[config.mk]
export PLATFORM = sky130hd
export DESIGN_NAME = phy_irq_unit
export DESIGN_NICKNAME = d
export VERILOG_FILES = /design/src/rtl/phy_irq_pkg.sv /design/src/rtl/irq_pend_latch.sv /design/src/rtl/irq_ctrl_regs.sv /design/src/rtl/irq_combine.sv /design/src/rtl/phy_irq_unit.sv
export SDC_FILE = /design/constraint.sdc
export NUM_CORES = 1
export LEC_CHECK = 0
export BUFFER_PORTS_ARGS = -buffer_cell sky130_fd_sc_hd__buf_2
export CORE_ASPECT_RATIO = 1.2
export CORE_MARGIN = 2
export CORE_UTILIZATION = 45
export CTS_CLUSTER_SIZE = 25
export DETAILED_ROUTE_END_ITERATION = 16
export PLACE_DENSITY_LB_ADDON = 0.15
export RECOVER_POWER = 100
export SYNTH_ARGS = -nofsm -noshare
export SYNTH_HDL_FRONTEND = slang
export SYNTH_SLANG_ARGS = --single-unit
[constraint.sdc]
create_clock -name clk -period 1.7 [get_ports clk]
set_clock_uncertainty 0.1 [all_clocks]
set_input_delay 0.085 -clock clk [delete_from_list [all_inputs] [get_ports clk]]
set_output_delay 0.085 -clock clk [all_outputs]
set_load 0.005 [all_outputs]
[src/rtl/phy_irq_pkg.sv]
package phy_irq_pkg;
   localparam int unsigned ADDR_W    = 5;
   localparam int unsigned DATA_W    = 16;
   localparam int unsigned EVT_COUNT = 15;

   localparam logic [ADDR_W-1:0] A_CTRL   = 5'h10;
   localparam logic [ADDR_W-1:0] A_XSTAT  = 5'h11;
   localparam logic [ADDR_W-1:0] A_PEND   = 5'h1A;
   localparam logic [ADDR_W-1:0] A_MASK   = 5'h1B;

   localparam int unsigned CTRL_GMASK_BIT = 12;
   localparam int unsigned CTRL_FORCE_BIT = 11;
   localparam int unsigned XSTAT_IRQ_BIT  = 12;

   typedef enum logic [2:0] {
      SEL_NONE,
      SEL_CTRL,
      SEL_XSTAT,
      SEL_PEND,
      SEL_MASK
   } reg_sel_e;
endpackage

[src/rtl/irq_pend_latch.sv]
module irq_pend_latch #(
   parameter int unsigned N_EVT = 15
) (
   input  logic             clk,
   input  logic             rst_n,
   input  logic [N_EVT-1:0] evt_i,
   input  logic             clr_i,
   output logic [N_EVT-1:0] pend_o
);
   initial begin
      if (N_EVT < 1) $error("N_EVT must be at least 1");
   end

   for (genvar g = 0; g < N_EVT; g++) begin : g_bit
      logic pend_q;
      always_ff @(posedge clk or negedge rst_n) begin
         if (!rst_n)        pend_q <= 1'b0;
         else if (evt_i[g]) pend_q <= 1'b1;
         else if (clr_i)    pend_q <= 1'b0;
      end
      assign pend_o[g] = pend_q;

      // an event pulse always lands in its status bit
      a_r2_evt_latches: assert property (@(posedge clk) disable iff (!rst_n)
         evt_i[g] |=> pend_o[g]);
      // a set bit survives until a read clears it
      a_r4_sticky: assert property (@(posedge clk) disable iff (!rst_n)
         (pend_o[g] && !clr_i) |=> pend_o[g]);
      // clear without a coincident event empties the bit
      a_r3_clear: assert property (@(posedge clk) disable iff (!rst_n)
         (clr_i && !evt_i[g]) |=> !pend_o[g]);
   end
endmodule

[src/rtl/irq_ctrl_regs.sv]
module irq_ctrl_regs #(
   parameter int unsigned DW        = 16,
   parameter int unsigned N_EVT     = 15,
   parameter int unsigned GMASK_BIT = 12,
   parameter int unsigned FORCE_BIT = 11
) (
   input  logic             clk,
   input  logic             rst_n,
   input  logic             ctrl_we_i,
   input  logic             mask_we_i,
   input  logic [DW-1:0]    wdata_i,
   output logic [DW-1:0]    ctrl_o,
   output logic [N_EVT-1:0] mask_o,
   output logic             gmask_o,
   output logic             force_o
);
   localparam logic [DW-1:0] CTRL_RST = DW'(1) << GMASK_BIT;

   initial begin
      if (N_EVT > DW)     $error("N_EVT exceeds data width");
      if (GMASK_BIT >= DW) $error("GMASK_BIT out of range");
      if (FORCE_BIT >= DW) $error("FORCE_BIT out of range");
      if (FORCE_BIT == GMASK_BIT) $error("control bits collide");
   end

   logic [DW-1:0]    ctrl_q;
   logic [N_EVT-1:0] mask_q;

   always_ff @(posedge clk or negedge rst_n) begin
      if (!rst_n)         ctrl_q <= CTRL_RST;
      else if (ctrl_we_i) ctrl_q <= wdata_i;
   end

   always_ff @(posedge clk or negedge rst_n) begin
      if (!rst_n)         mask_q <= '1;
      else if (mask_we_i) mask_q <= wdata_i[N_EVT-1:0];
   end

   assign ctrl_o  = ctrl_q;
   assign mask_o  = mask_q;
   assign gmask_o = ctrl_q[GMASK_BIT];
   assign force_o = ctrl_q[FORCE_BIT];

   // control register holds whatever was written
   a_r10_ctrl_write: assert property (@(posedge clk) disable iff (!rst_n)
      ctrl_we_i |=> (ctrl_o == $past(wdata_i)));
   // control register is stable without a write
   a_r10_ctrl_hold: assert property (@(posedge clk) disable iff (!rst_n)
      !ctrl_we_i |=> $stable(ctrl_o));
endmodule

[src/rtl/irq_combine.sv]
module irq_combine #(
   parameter int unsigned N_EVT  = 15,
   parameter bit          OUT_FF = 1'b1
) (
   input  logic             clk,
   input  logic             rst_n,
   input  logic [N_EVT-1:0] pend_i,
   input  logic [N_EVT-1:0] mask_i,
   input  logic             force_i,
   input  logic             gmask_i,
   output logic             irq_o
);
   logic irq_d;

   always_comb begin
      irq_d = ((|(pend_i & ~mask_i)) | force_i) & ~gmask_i;
   end

   if (OUT_FF) begin : g_reg
      logic irq_q;
      always_ff @(posedge clk or negedge rst_n) begin
         if (!rst_n) irq_q <= 1'b0;
         else        irq_q <= irq_d;
      end
      assign irq_o = irq_q;

      // global mask silences the output on the following clock
      a_r6_gmask_quiet: assert property (@(posedge clk) disable iff (!rst_n)
         gmask_i |=> !irq_o);
      // force with global mask clear raises the output
      a_r7_force_raises: assert property (@(posedge clk) disable iff (!rst_n)
         (force_i && !gmask_i) |=> irq_o);
      // nothing unmasked, nothing forced -> quiet
      a_r5_no_source: assert property (@(posedge clk) disable iff (!rst_n)
         (((pend_i & ~mask_i) == '0) && !force_i) |=> !irq_o);
   end else begin : g_comb
      assign irq_o = irq_d;
   end
endmodule

[src/rtl/phy_irq_unit.sv]
module phy_irq_unit
   import phy_irq_pkg::*;
#(
   parameter int unsigned AW     = ADDR_W,
   parameter int unsigned DW     = DATA_W,
   parameter int unsigned N_EVT  = EVT_COUNT,
   parameter bit          OUT_FF = 1'b1
) (
   input  logic             clk,
   input  logic             rst_n,
   input  logic [4:0]       reg_addr,
   input  logic [15:0]      reg_wdata,
   input  logic             reg_wr,
   input  logic             reg_rd,
   output logic [15:0]      reg_rdata,
   input  logic [14:0]      evt_in,
   output logic             irq_out
);
   localparam int unsigned PAD_W = DW - N_EVT;

   initial begin
      if (AW != 5)       $error("address width must be 5");
      if (DW != 16)      $error("data width must be 16");
      if (N_EVT != 15)   $error("event count must be 15");
      if (PAD_W < 1)     $error("need at least one spare status bit");
   end

   reg_sel_e         sel;
   logic [DW-1:0]    ctrl;
   logic [N_EVT-1:0] mask;
   logic [N_EVT-1:0] pend;
   logic             gmask;
   logic             force_irq;
   logic             pend_clr;

   always_comb begin
      unique case (reg_addr)
         A_CTRL:  sel = SEL_CTRL;
         A_XSTAT: sel = SEL_XSTAT;
         A_PEND:  sel = SEL_PEND;
         A_MASK:  sel = SEL_MASK;
         default: sel = SEL_NONE;
      endcase
   end

   assign pend_clr = reg_rd && (sel == SEL_PEND);

   irq_pend_latch #(.N_EVT(N_EVT)) u_pend (
      .clk    (clk),
      .rst_n  (rst_n),
      .evt_i  (evt_in),
      .clr_i  (pend_clr),
      .pend_o (pend)
   );

   irq_ctrl_regs #(
      .DW        (DW),
      .N_EVT     (N_EVT),
      .GMASK_BIT (CTRL_GMASK_BIT),
      .FORCE_BIT (CTRL_FORCE_BIT)
   ) u_ctrl (
      .clk       (clk),
      .rst_n     (rst_n),
      .ctrl_we_i (reg_wr && (sel == SEL_CTRL)),
      .mask_we_i (reg_wr && (sel == SEL_MASK)),
      .wdata_i   (reg_wdata),
      .ctrl_o    (ctrl),
      .mask_o    (mask),
      .gmask_o   (gmask),
      .force_o   (force_irq)
   );

   irq_combine #(.N_EVT(N_EVT), .OUT_FF(OUT_FF)) u_comb (
      .clk     (clk),
      .rst_n   (rst_n),
      .pend_i  (pend),
      .mask_i  (mask),
      .force_i (force_irq),
      .gmask_i (gmask),
      .irq_o   (irq_out)
   );

   always_comb begin
      reg_rdata = '0;
      case (sel)
         SEL_CTRL:  reg_rdata = ctrl;
         SEL_XSTAT: reg_rdata[XSTAT_IRQ_BIT] = irq_out;
         SEL_PEND:  reg_rdata = {{PAD_W{1'b0}}, pend};
         SEL_MASK:  reg_rdata = {{PAD_W{1'b0}}, mask};
         default:   reg_rdata = '0;
      endcase
   end

   // extended status shows the live interrupt level
   a_r8_xstat_tracks: assert property (@(posedge clk) disable iff (!rst_n)
      (sel == SEL_XSTAT) |-> (reg_rdata[XSTAT_IRQ_BIT] == irq_out));
   // spare top bit of status never reads as set
   a_r9_pend_top_zero: assert property (@(posedge clk) disable iff (!rst_n)
      (sel == SEL_PEND) |-> !reg_rdata[DW-1]);
endmodule

==> metrics.txt <==
CP Launch Type input port; number of enable flip-flop cells after synthesis 0; die width between 60 and 70 um; HP Class in2async; Routed Antenna Nets 0; Seq pwr share about 52%; clock power share a little over a third; Final #Nets between 200 and 300; flops & latches, synth 47; worst-path cell chain buf_2 > and2_0 > and4b_2 > a222oi_1 > inv_1 > clkbuf_1; pwr/cell area 946 mW/mm2; Min Clock Period, post-route around 1.6 ns; Synth async-reset ratio 100%; final RePlAce weighted congestion just under 0.8; IO Pins 57; Fill cells 399; largest net degree at the start of global routing 28; DRT iter0 DRCs roughly 120; Clock H-tree levels 2; grt ovf 0; Slew Limit Fails 0; Worst slew margin between 50 and 60%; Synth Flop Type dfrtp_1; Detailed Route WL 5120 um; Antenna Cells 0; Die ar. around 0.0054 mm2; Final Power between 2 and 3 mW; CP Capture Type output port; Avg Cell Area, Syn ~13 um2; Setup CP Type in2out; Initial DRT Pass Iterations 8; CP max stage cell a222oi_1; max capacitance violation total 0; initial antenna violation count 0; required time of the critical path about 1.5 ns; IO Port Bufs 56; Bufs and invs on worst path 3; Sum Neg Setup Slack 0 ns; worst-margin pin slew about 0.67 ns; top cell type's share of synthesized area a little over a third; area leader, netlist dfrtp_1; postcts setup bufs 0; Routed wire per std cell roughly 16 um; peak supply drop roughly 480 uV; Commonest cells post-synth dfrtp_1 (31), inv_1 (26), mux2_2 (20); share of power burned in combinational logic a little over an eighth; Synth Cell Area 0.00218 mm2; fin util 62.8%; Placement Setup Slack -0.153 ns; Syn Inst Count 164; top cells by area, synth dfrtp_1 (36%), dfstp_2 (19%), mux2_2 (10%); delay of the slowest critical-path stage ~0.41 ns; final worst slack approximately 0.14 ns; status completed; # DRC 0; Distinct cells, synth 26; HPWL Detailed roughly 3500 um; Synth Warn # 0; Skew-Pair Late Insertion Delay approximately 0.30 ns; TritonCTS clock tree built; first-pass GRT wire length 8310 um; fin crit share between 90% and 100%; Final setup viols 0; Root Driver clkbuf_8; most common cell in the synthesized netlist dfrtp_1; sequential share of the synthesized area around 55%; vias in the first global route 1802; Final Hold Fails 0; Layout area overhead 33.2%; P_int 2.13 mW; WP data arrival around 1.4 ns; Via density about 5.3; Max clock buf depth 2; switching power total 0.617 mW; CTS buffer count 5; area occupied by multi-input gates 788 um2; share of cells above drive strength 1 between 30% and 40%; Max FO, Critical Path 15; core area about 0.0046 mm2; gr usage total roughly 21%; Initial Utilization between 40% and 50%; Clk pin slew, worst setup/hold paths approximately 0.08 ns; Crit path max-delay family simple AND/OR/NAND/NOR gates; syn nets between 200 and 250; vias around 1700; Rows 27; FF/Latch Area 0.00120 mm2; die height around 80 um; Peak Freq 0.639 GHz; clock sinks 47; RSZ-0062 raised after global routing no; Leak between 1 and 1.5 nW; Switching Fraction between 20% and 30%
-- state kept, by name (all words and copies together), names as in the netlist --
signal	cells
u_comb.irq_o	1
u_ctrl.ctrl_o	16
u_ctrl.mask_o	15
u_pend.g_bit.pend_q	15
-- cells in the final DEF (no fill, tap or decap), types with 3 or more instances in the layout --
master,n
clkbuf_8,5
mux2_2,19
nand2b_1,4
a222oi_1,14
dfrtp_1,31
buf_2,47
a221oi_1,3
o22ai_1,3
clkbuf_1,8
dfstp_2,15
a21o_1,15
dlygate4sd3_1,32
inv_1,26
clkbuf_2,5
mux2_1,11
-- kinds of logic after synthesis --
family | share of synthesized area [%]
and+or+nand+nor | 5.11
buffers and inverters | 6.71
AOI/OAI and AO/OA | 15.4
muxes | 17.9
DFF | 54.8
-- through the flow --
| step | instances | area (um2) | hold slack (ns) |
|---|---|---|---|
| 3_5_place_dp | 276 | 2530 | -0.0201 |
| 4_1_cts | 316 | 2990 | 0.148 |
| 6_report | 316 | 2910 | 0.176 |
| 3_3_place_gp | 276 | 2530 | -0.0308 |
| 5_1_grt | 316 | 2910 | 0.227 |
| 2_1_floorplan | 164 | 2180 | -0.311 |
-- worst register-to-register path, delay by kind of cell (launching register included) --
family | cells | cell delay (ns)
AND/OR/NAND/NOR | 1 | 0.12
AO/OA/AOI/OAI | 3 | 0.62
flip-flops | 1 | 0.55
-- power groups by stage --
stage	clock network, mW	logic, mW	registers, mW
floorplan	0	0.225	1.41
global placement	0	0.339	1.44
detailed placement	0	0.358	1.45
CTS	0.988	0.416	1.43
global route	1.03	0.404	1.45
finish	0.959	0.362	1.43
-- repair_timing --
action / CTS / global route
hold endpoints to repair: 63 / 0
resized for setup: 0 / 2
hold buffers: 32 / 0
setup endpoints to repair: 0 / 15
-- final timing paths --
check                                              startpoint                             endpoint  slack (ns)  cells past startpoint
min in group clk                                       reg_rd   u_pend.g_bit[4].pend_q$_DFFE_PN0P_        0.23                      4
max in group asynchronous                               rst_n               u_comb.irq_o$_DFF_PN0_        0.32                      3
worst min-delay path                                    rst_n  u_pend.g_bit[12].pend_q$_DFFE_PN0P_        0.18                      2
worst min register to register  u_ctrl.ctrl_o[15]$_DFFE_PN0P_        u_ctrl.ctrl_o[15]$_DFFE_PN0P_        0.41                      1
worst max register to register  u_ctrl.mask_o[12]$_DFFE_PN1P_               u_comb.irq_o$_DFF_PN0_        0.17                      4
worst max-delay path                              reg_addr[3]                        reg_rdata[10]        0.14                      6
-- final cells by class --
class	instances	share of cell area, %
multi-input combinational	84	27.1
timing repair buffer	93	21.1
inverter	26	3.36
clock buffer	5	2.37
clock inverter	3	2.33
sequential	47	41.2
tap	58	2.50
-- metal layers --
layer | GRT usage [%] | up-vias | routed length, um | share of wire (%)
met4 | 7.14 | 0 | 80 | 1.6
met3 | 4.34 | 7 | 240 | 4.7
met1 | 25.2 | 835 | 2120 | 41
li1 | - | 791 | - | -
met5 | 0 | - | 0 | 0
met2 | 35.8 | 49 | 2680 | 52
(Power assumes the default switching activity.)
